===== config.mk =====
export PLATFORM = sky130hd
export DESIGN_NAME = uart_xbit_tx
export DESIGN_NICKNAME = d
export VERILOG_FILES = /design/src/rtl/uxt_pkg.sv /design/src/rtl/uxt_rst_sync.sv /design/src/rtl/uxt_modem.sv /design/src/rtl/uxt_bit_timer.sv /design/src/rtl/uxt_frame_shift.sv /design/src/rtl/uart_xbit_tx.sv
export SDC_FILE = /design/constraint.sdc
export NUM_CORES = 1
export LEC_CHECK = 0
export ABC_AREA = 1
export BUFFER_PORTS_ARGS = -buffer_cell sky130_fd_sc_hd__buf_2
export CAP_MARGIN = 30
export CORE_ASPECT_RATIO = 1.1
export CORE_MARGIN = 4
export CORE_UTILIZATION = 54
export DETAILED_ROUTE_END_ITERATION = 16
export GPL_ROUTABILITY_DRIVEN = 0
export GPL_TIMING_DRIVEN = 0
export PLACE_DENSITY = 0.75
export SETUP_SLACK_MARGIN = 0.4
export SYNTH_ARGS = -nofsm -noshare
export SYNTH_HDL_FRONTEND = slang
export SYNTH_HIERARCHICAL = 1
export SYNTH_SLANG_ARGS = --single-unit

===== constraint.sdc =====
create_clock -name clk -period 1.39 [get_ports clk]
set_clock_uncertainty 0.05 [all_clocks]
set_input_delay 0.139 -clock clk [delete_from_list [all_inputs] [get_ports clk]]
set_output_delay 0.139 -clock clk [all_outputs]
set_load 0.01 [all_outputs]

===== src/rtl/uxt_pkg.sv =====
package uxt_pkg;
  typedef struct packed {
    logic len7;
    logic xen;
  } uxt_cfg_t;

  function automatic int uxt_data_bits(input int data_w, input logic len7);
    return len7 ? data_w - 1 : data_w;
  endfunction
endpackage


===== src/rtl/uxt_rst_sync.sv =====
module uxt_rst_sync #(
  parameter int STAGES = 2
) (
  input  logic clk,
  input  logic rst_n,
  output logic rst_sync_n
);
  logic [STAGES-1:0] chain_q;
  logic [STAGES-1:0] chain_d;

  always_comb begin
    chain_d = {chain_q[STAGES-2:0], 1'b1};
  end

  always_ff @(posedge clk or negedge rst_n) begin
    if (!rst_n) chain_q <= '0;
    else        chain_q <= chain_d;
  end

  assign rst_sync_n = chain_q[STAGES-1];
endmodule


===== src/rtl/uxt_modem.sv =====
module uxt_modem #(
  parameter int SYNC_STAGES = 2
) (
  input  logic clk,
  input  logic rst_n,
  input  logic cfg_rts,
  input  logic cts_pin,
  output logic rts_pin,
  output logic cts_stat
);
  logic rts_q;
  logic rts_d;
  logic [SYNC_STAGES-1:0] cts_q;
  logic [SYNC_STAGES-1:0] cts_d;

  always_comb begin
    rts_d = cfg_rts;
  end

  generate
    for (genvar s = 0; s < SYNC_STAGES; s++) begin : g_cts
      if (s == 0) begin : g_first
        always_comb cts_d[s] = cts_pin;
      end else begin : g_next
        always_comb cts_d[s] = cts_q[s-1];
      end
    end
  endgenerate

  always_ff @(posedge clk or negedge rst_n) begin
    if (!rst_n) begin
      rts_q <= 1'b0;
      cts_q <= '1;
    end else begin
      rts_q <= rts_d;
      cts_q <= cts_d;
    end
  end

  assign rts_pin  = ~rts_q;
  assign cts_stat = ~cts_q[SYNC_STAGES-1];

  assert_rts_follow_R6: assert property (@(posedge clk) disable iff (!rst_n)
    1'b1 |=> (rts_pin == !$past(cfg_rts)));
endmodule


===== src/rtl/uxt_bit_timer.sv =====
module uxt_bit_timer #(
  parameter int TICKS = 16
) (
  input  logic clk,
  input  logic rst_n,
  input  logic run,
  input  logic clear,
  input  logic baud_tick,
  output logic bit_done
);
  localparam int CW = (TICKS > 1) ? $clog2(TICKS) : 1;
  localparam logic [CW-1:0] LAST = CW'(TICKS - 1);

  logic [CW-1:0] cnt_q;
  logic [CW-1:0] cnt_d;
  logic          tick_en;

  assign tick_en  = run & baud_tick;
  assign bit_done = tick_en & (cnt_q == LAST);

  always_comb begin
    cnt_d = cnt_q;
    if (clear)        cnt_d = '0;
    else if (tick_en) cnt_d = (cnt_q == LAST) ? '0 : cnt_q + 1'b1;
  end

  always_ff @(posedge clk or negedge rst_n) begin
    if (!rst_n) cnt_q <= '0;
    else        cnt_q <= cnt_d;
  end

  assert_bit_wrap_R2: assert property (@(posedge clk) disable iff (!rst_n)
    bit_done |=> (cnt_q == '0));
endmodule


===== src/rtl/uxt_frame_shift.sv =====
module uxt_frame_shift #(
  parameter int DATA_W = 8
) (
  input  logic              clk,
  input  logic              rst_n,
  input  logic              load,
  input  logic              advance,
  input  logic [DATA_W-1:0] data,
  input  logic              xbit,
  input  uxt_pkg::uxt_cfg_t cfg,
  output logic              txd,
  output logic              busy
);
  localparam int FRAME_W = DATA_W + 3;
  localparam int CNT_W   = $clog2(FRAME_W + 1);

  logic [FRAME_W-1:0] sh_q, sh_d, frame_vec;
  logic [CNT_W-1:0]   left_q, left_d, frame_len;
  int                 nd;

  always_comb begin
    nd        = uxt_pkg::uxt_data_bits(DATA_W, cfg.len7);
    frame_vec = '1;
    frame_vec[0] = 1'b0;
    for (int i = 0; i <= DATA_W; i++) begin
      if (i < nd)                 frame_vec[1+i] = data[i];
      else if (i == nd && cfg.xen) frame_vec[1+i] = xbit;
    end
    frame_len = CNT_W'(nd + int'(cfg.xen) + 2);
  end

  always_comb begin
    sh_d   = sh_q;
    left_d = left_q;
    if (load) begin
      sh_d   = frame_vec;
      left_d = frame_len;
    end else if (advance && left_q != '0) begin
      sh_d   = {1'b1, sh_q[FRAME_W-1:1]};
      left_d = left_q - 1'b1;
    end
  end

  always_ff @(posedge clk or negedge rst_n) begin
    if (!rst_n) begin
      sh_q   <= '1;
      left_q <= '0;
    end else begin
      sh_q   <= sh_d;
      left_q <= left_d;
    end
  end

  assign busy = (left_q != '0);
  assign txd  = sh_q[0];

  assert_idle_high_R1: assert property (@(posedge clk) disable iff (!rst_n)
    !busy |-> txd);
  assert_start_low_R2: assert property (@(posedge clk) disable iff (!rst_n)
    $rose(busy) |-> !txd);
  assert_stop_high_R2: assert property (@(posedge clk) disable iff (!rst_n)
    $fell(busy) |-> $past(txd));
endmodule


===== src/rtl/uart_xbit_tx.sv =====
module uart_xbit_tx #(
  parameter int DATA_W        = 8,
  parameter int TICKS_PER_BIT = 16,
  parameter int SYNC_STAGES   = 2
) (
  input  logic              clk,
  input  logic              rst_n,
  input  logic              baud_tick,
  input  logic              cfg_len7,
  input  logic              cfg_xen,
  input  logic              cfg_rts,
  input  logic              wr_stb,
  input  logic [DATA_W-1:0] wr_data,
  input  logic              wr_xbit,
  input  logic              cts_pin,
  output logic              txd,
  output logic              busy,
  output logic              rts_pin,
  output logic              cts_stat
);
  logic              rst_int_n;
  logic              accept;
  logic              bit_done;
  uxt_pkg::uxt_cfg_t cfg;

  assign cfg.len7 = cfg_len7;
  assign cfg.xen  = cfg_xen;
  assign accept   = wr_stb & ~busy;

  uxt_rst_sync #(.STAGES(2)) i_rst (
    .clk(clk), .rst_n(rst_n), .rst_sync_n(rst_int_n)
  );

  uxt_bit_timer #(.TICKS(TICKS_PER_BIT)) i_timer (
    .clk(clk), .rst_n(rst_int_n), .run(busy), .clear(accept),
    .baud_tick(baud_tick), .bit_done(bit_done)
  );

  uxt_frame_shift #(.DATA_W(DATA_W)) i_shift (
    .clk(clk), .rst_n(rst_int_n), .load(accept), .advance(bit_done),
    .data(wr_data), .xbit(wr_xbit), .cfg(cfg), .txd(txd), .busy(busy)
  );

  uxt_modem #(.SYNC_STAGES(SYNC_STAGES)) i_modem (
    .clk(clk), .rst_n(rst_int_n), .cfg_rts(cfg_rts), .cts_pin(cts_pin),
    .rts_pin(rts_pin), .cts_stat(cts_stat)
  );

  assert_write_ignored_R8: assert property (@(posedge clk) disable iff (!rst_int_n)
    (busy && wr_stb && !bit_done) |=> busy);
  assert_accept_busy_R8: assert property (@(posedge clk) disable iff (!rst_int_n)
    accept |=> busy);
endmodule


### Word level (Yosys, flattened, before mapping)

Cells that the tools add are included.

* register bits: 24
* input bits: 17
* output and inout port bits: 4
* logic and storage cells: 74

* $add $sub $neg: 4
* $lt $le $gt $ge: 9
* equal/unequal tests: 9
* multiplexer cells: 26
* bitwise operators: 6
* reductions and logical operators: 14

Operators with widths (count)
* $eq 4x32->1 const A: 4
* $lt 4x32->1 const A: 4
* $eq 3x32->1 const A: 2
* $lt 3x32->1 const A: 2
* $eq 2x32->1 const A: 1
* $eq 5x32->1 const A: 1
* $logic_not 32->1: 1
* $lt 1x32->1 const A: 1
* $lt 2x32->1 const A: 1
* $lt 5x32->1 const A: 1
* $mux 4: 6
* $mux 11: 2
* $mux 1: 18
* $logic_and 1x1->1: 10
* $add 4x1->4 const B: 1
* $add 4x2->4: 1
* $add 4x3->4 const B: 1
* $eq 4x4->1 const B: 1
* $reduce_bool 2->1: 2
* $reduce_bool 4->1: 1
* $sub 4x1->4 const B: 1
* $and 1x1->1: 3
* $not 1->1: 3

### Longest topological paths before layout

* word-level depth: 6
* depth in mapped cells: 10
* mapped depth without buffers: 9

### Modules after synthesis

Netlist, hierarchy kept.

Modules (own cells, without submodules)
* uxt_frame_shift: instances 1, cells an instance 106, area each 865.8 um^2, sequential area each 362.8 um^2
* uxt_bit_timer: instances 1, cells an instance 29, area each 231.5 um^2, sequential area each 100.1 um^2
* uxt_modem: instances 1, cells an instance 5, area each 85.1 um^2, sequential area each 77.6 um^2
* uxt_rst_sync: instances 1, cells an instance 3, area each 53.8 um^2, sequential area each 50.0 um^2
* uart_xbit_tx: instances 1, cells an instance 2, area each 10.0 um^2, sequential area each 0.0 um^2

### Least setup slack after synthesis

OpenSTA, ideal clock, no wires.

* kind: reg-to-reg
* from: reg i_shift.left_q[0]
* to: reg i_shift.left_q[0]
* setup time: 0.120 ns
* arrival: 1.892 ns
* required time: 1.220 ns
* path slack: -0.672 ns
* cell stages (with the launch flop): 10
* path buffers: 1
* clock period less this slack: 2.062 ns
* cells stage by stage: dfrtp_1 -> inv_1 -> ha_1 -> nand3_4 -> nand2_2 -> nor3_1 -> nand2_4 -> nand2_4 -> buf_12 -> o21ai_2

* longest elaborated chain between the ends: 5
* elaborated cells on any way between the ends: 10
* those cells by class: add/sub: 1; mux: 2; bitwise: 4; reduce/logical: 3

RTL lines
* from (decl): RTL line uxt_frame_shift.sv:18 `logic [CNT_W-1:0] left_q, left_d, frame_len;`
* from (signal assigned): RTL line uxt_frame_shift.sv:50 `left_q <= left_d;`
* $reduce_bool 4->1: RTL line uxt_frame_shift.sv:54 `assign busy = (left_q != '0);`
* net busy: RTL line uart_xbit_tx.sv:17 `output logic busy,`
* $and 1x1->1: RTL line uxt_bit_timer.sv:18 `assign tick_en = run & baud_tick;`
* $and 1x1->1: RTL line uxt_bit_timer.sv:19 `assign bit_done = tick_en & (cnt_q == LAST);`
* net bit_done: RTL line uart_xbit_tx.sv:23 `logic bit_done;`
* $logic_and 1x1->1: RTL line uxt_frame_shift.sv:38 `end else if (advance && left_q != '0) begin`
* $reduce_bool 2->1 (no line)

The timed path passes the listed nets, and every way through them passes these cells. The select of a mux whose other input is x is not followed.
A chain may end at the register's enable or synchronous reset.

### Final worst setup path

* from: reg i_shift.left_q[1]
* to: reg i_timer.cnt_q[0]

* longest elaborated chain between the ends: 4
* elaborated cells on any way between the ends: 6
* those cells by class: mux: 1; bitwise: 3; reduce/logical: 2

RTL lines
* $reduce_bool 4->1 (*): RTL line uxt_frame_shift.sv:54
* $not 1->1 (*): RTL line uart_xbit_tx.sv:28 `assign accept = wr_stb & ~busy;`
* $and 1x1->1 (*): RTL line uart_xbit_tx.sv:28
* net accept: RTL line uart_xbit_tx.sv:22 `logic accept;`
* $mux 4 or $reduce_bool 2->1 (tied branches)
* to (signal assigned): RTL line uxt_bit_timer.sv:29 `else cnt_q <= cnt_d;`
* to (decl): RTL line uxt_bit_timer.sv:14 `logic [CW-1:0] cnt_q;`

The timed path passes the listed nets; every way through them passes the cells marked *.

==> metrics.md <==
| Metric | Value |
|---|---|
| Pre-antenna DRT Iters | 4 |
| Crit Path Class | reg2reg |
| Number of flops mapped to enable cells by yosys | 0 |
| Synthesized area per cell | 8.594 sq um |
| Core Footprint | 0.002106 sq mm |
| Fin crit period | 1.577 ns |
| Final HPWL DP | 1796 um |
| YS warnings | 6 |
| FF-to-FF End | i_timer/cnt_q[0] |
| Sequential area share after synthesis | 47.39% |
| Finished Layout Cells | 225 |
| Slew Limit Fails | 0 |
| Hold Path Origin | wr_xbit |
| Static Leak | 0.8877 nW |
| DIE HEIGHT | 58.39 um |
| Setup WS pre-CTS | -0.3950 ns |
| Clk sinks | 23 |
| Reg2Reg Depth | 11 |
| Rows | 17 |
| Final WS setup | -0.1868 ns |
| Ys async rst share | 100.0% |
| VDD IR max | 1.321 mV |
| Status | finished with violations |
| Area leader, netlist | dfstp_2 |
| Worst min-delay path category | in2reg |
| RSZ-0062 raised after global routing | yes |
| CP Launch Type | register |
| Clk_lat worst skew | 0.32 ns |
| Initial Util | 59.18% |
| PortBufs | 20 |
| Largest net degree at the start of global routing | 22 |
| Clock root cell | clkbuf_4 |
| GRT overflow | 0 |
| Setup slack, reg-to-reg | -0.19 ns |
| P per Cell Area | 1814 mW/mm^2 |
| Dpl cell area | 0.001420 sq mm |
| Vias | 1,191 |
| All-Layer GR Usage | 20.70% |
| Worst-margin pin slew | 0.8471 ns |
| WHS | 0.01577 ns |
| Max-capacitance violation count | 0 |
| Number of global-route vias before repair | 1,123 |
| Cell Area, Synth | 0.001246 sq mm |
| Final Setup Violations | 18 |
| Final Cell Area | 0.001822 sq mm |
| Post-synth top area share | 25.30% |
| ANT nets after route | 0 |
| Worst-path fanout max | 4 |
| Violated checks | setup timing |
| CP peak stage delay | 0.42 ns |
| Max-slew headroom | 43.53% |
| Routed vias/inst | 5.293 |
| Clock transition at path regs | 0.13 ns |
| Area grow syn2layout | 46.18% |
| CP max-delay cell | dfrtp_1 |
| CP arrival | 1.76 ns |
| CP endpoint kind | register |
| Routed length per placed instance | 14.92 um |
| Placed cell count | 193 |
| Final Hold Viols | 0 |
| CTS Buf Count | 3 |
| CTS tree | done |
| First-pass GRT wire length | 4733 um |
| Top post-synthesis cells by area | dfstp_2, dfrtp_1, nand2_1 |
| Crit-path cells | inv_2, ha_4, nand3_4, nor2_4, buf_4, buf_6, inv_4, nand3_2, nor2_2, nand2_1, o21ai_2 |
| Fin nets | 220 |
| Worst-case clock buffer depth | 2 |
| Synth Register Bits | 23 |
| Share of layout cells above drive strength 1 | 52.28% |
| Detailed Route Iter0 Violations | 33 |
| Highest Clock Rate | 0.6342 GHz |
| I/O pin total | 21 |
| Initial antenna violation count | 0 |
| Distinct cells, synth | 22 |
| WHS Endpoint | i_shift/sh_q[9] |
| Worst r2r src | i_shift/left_q[1] |
| Post-route DRC | 0 |
| CTS H-Tree Depth | 1 |
| Die area | 0.003141 sq mm |
| Most common cell after layout, fill and taps aside | nand2_1 |
| Die width | 53.81 um |
| Post-Syn Nets | 167 |
| Min-Delay Path Depth | 3 |
| Tcrit/Tclk final | 113.4% |
| Top_reg_cell synth | dfstp_2 |
| Mapped Cells | 145 |
| Most frequent cells in the layout | nand2_1, nand3_1, buf_2, buf_4, inv_1 |
| ANT cells | 0 |
| Final WL | 3356 um |
| Critical Path RT | 1.57 ns |
| Crit path launch | i_shift/left_q[1] |
-- worst max-delay path, delay by kind of cell, from the launching register on --
family / cells / cell delay (ns)
flip-flops: 1 / 0.42
AND/OR/NAND/NOR: 5 / 0.49
AO/OA/AOI/OAI: 1 / 0.05
buffers and inverters: 4 / 0.34
adder cells (fa/ha/maj): 1 / 0.13
-- synthesized netlist by cell type, types with 4 or more instances --
master   count
nand2_1     37
dfrtp_1     11
nor2_1       5
nor2_2       4
o21ai_2      7
nand3_1     23
inv_1       16
ha_1         5
nand4_1      4
dfstp_2     12
-- cell families after synthesis --
group / after synthesis / synth area share, %
DFF: 23 / 47.39
adders and majority gates: 5 / 5.020
and+or+nand+nor: 80 / 31.42
buffers and inverters: 22 / 8.133
other: 1 / 0.3009
AOI/OAI and AO/OA: 14 / 7.730
-- metrics by stage --
stage	util, %	setup TNS (ns)	power (W)
6_report	86.51	-2.693	0.003304
4_1_cts	77.60	-2.448	0.002885
2_1_floorplan	-	-2.662	0.002092
5_1_grt	86.51	-4.197	0.003560
3_5_place_dp	67.44	-5.259	0.002335
3_3_place_gp	67.44	-4.956	0.002278
-- flip-flops by register name, summed over array words and instances (netlist names) --
signal / count
i_modem/cts_q: 2
i_modem/rts_q: 1
i_rst/chain_q: 2
i_shift/sh_q: 10
i_shift/left_q: 4
i_timer/cnt_q: 4
-- layout make-up --
type / instances / area, sq um
clock inverters: 1 / 5.005
multi-input cells: 100 / 655.6
clock buffers: 3 / 22.52
plain buffers: 3 / 42.54
inverters: 19 / 78.83
well taps: 28 / 35.03
repair buffers: 48 / 391.6
fillers: 111 / 284.0
flip-flops and latches: 23 / 590.6
-- worst max path at each step --
stage,to,slack [ns]
floorplan,i_shift/left_q[0],-0.22
global placement,i_shift/left_q[2],-0.37
detailed placement,i_shift/sh_q[8],-0.40
CTS,i_shift/sh_q[8],-0.20
global route,i_shift/sh_q[3],-0.27
finish,i_timer/cnt_q[0],-0.19
-- report_power, final --
part / switching (W) / internal [W]
combinational: 0.000929 / 0.000882
clock: 0.000216 / 0.000108
sequential: 0.000187 / 0.000983
total: 0.00133 / 0.00197
-- metal layers --
layer  part of all wire (%)  vias to the layer above  wire length, um  global-route usage (%)
li1                       -                      573                -                       -
met1                     40                      565             1332                   25.12
met2                     52                       42             1738                   33.91
met3                    5.3                       11              179                   3.797
met4                    3.1                        0              105                   11.31
met5                      0                        -                0                       0
-- timing repair --
item                       CTS  global route
hold buffers                 6             0
setup endpoints to repair   22            31
cloned                       0             1
hold endpoints to repair     7             0
buffers inserted            12             9
pin swaps                    5             9
resized for setup           10            30
Note: power is estimated with default switching activity, not from simulation.
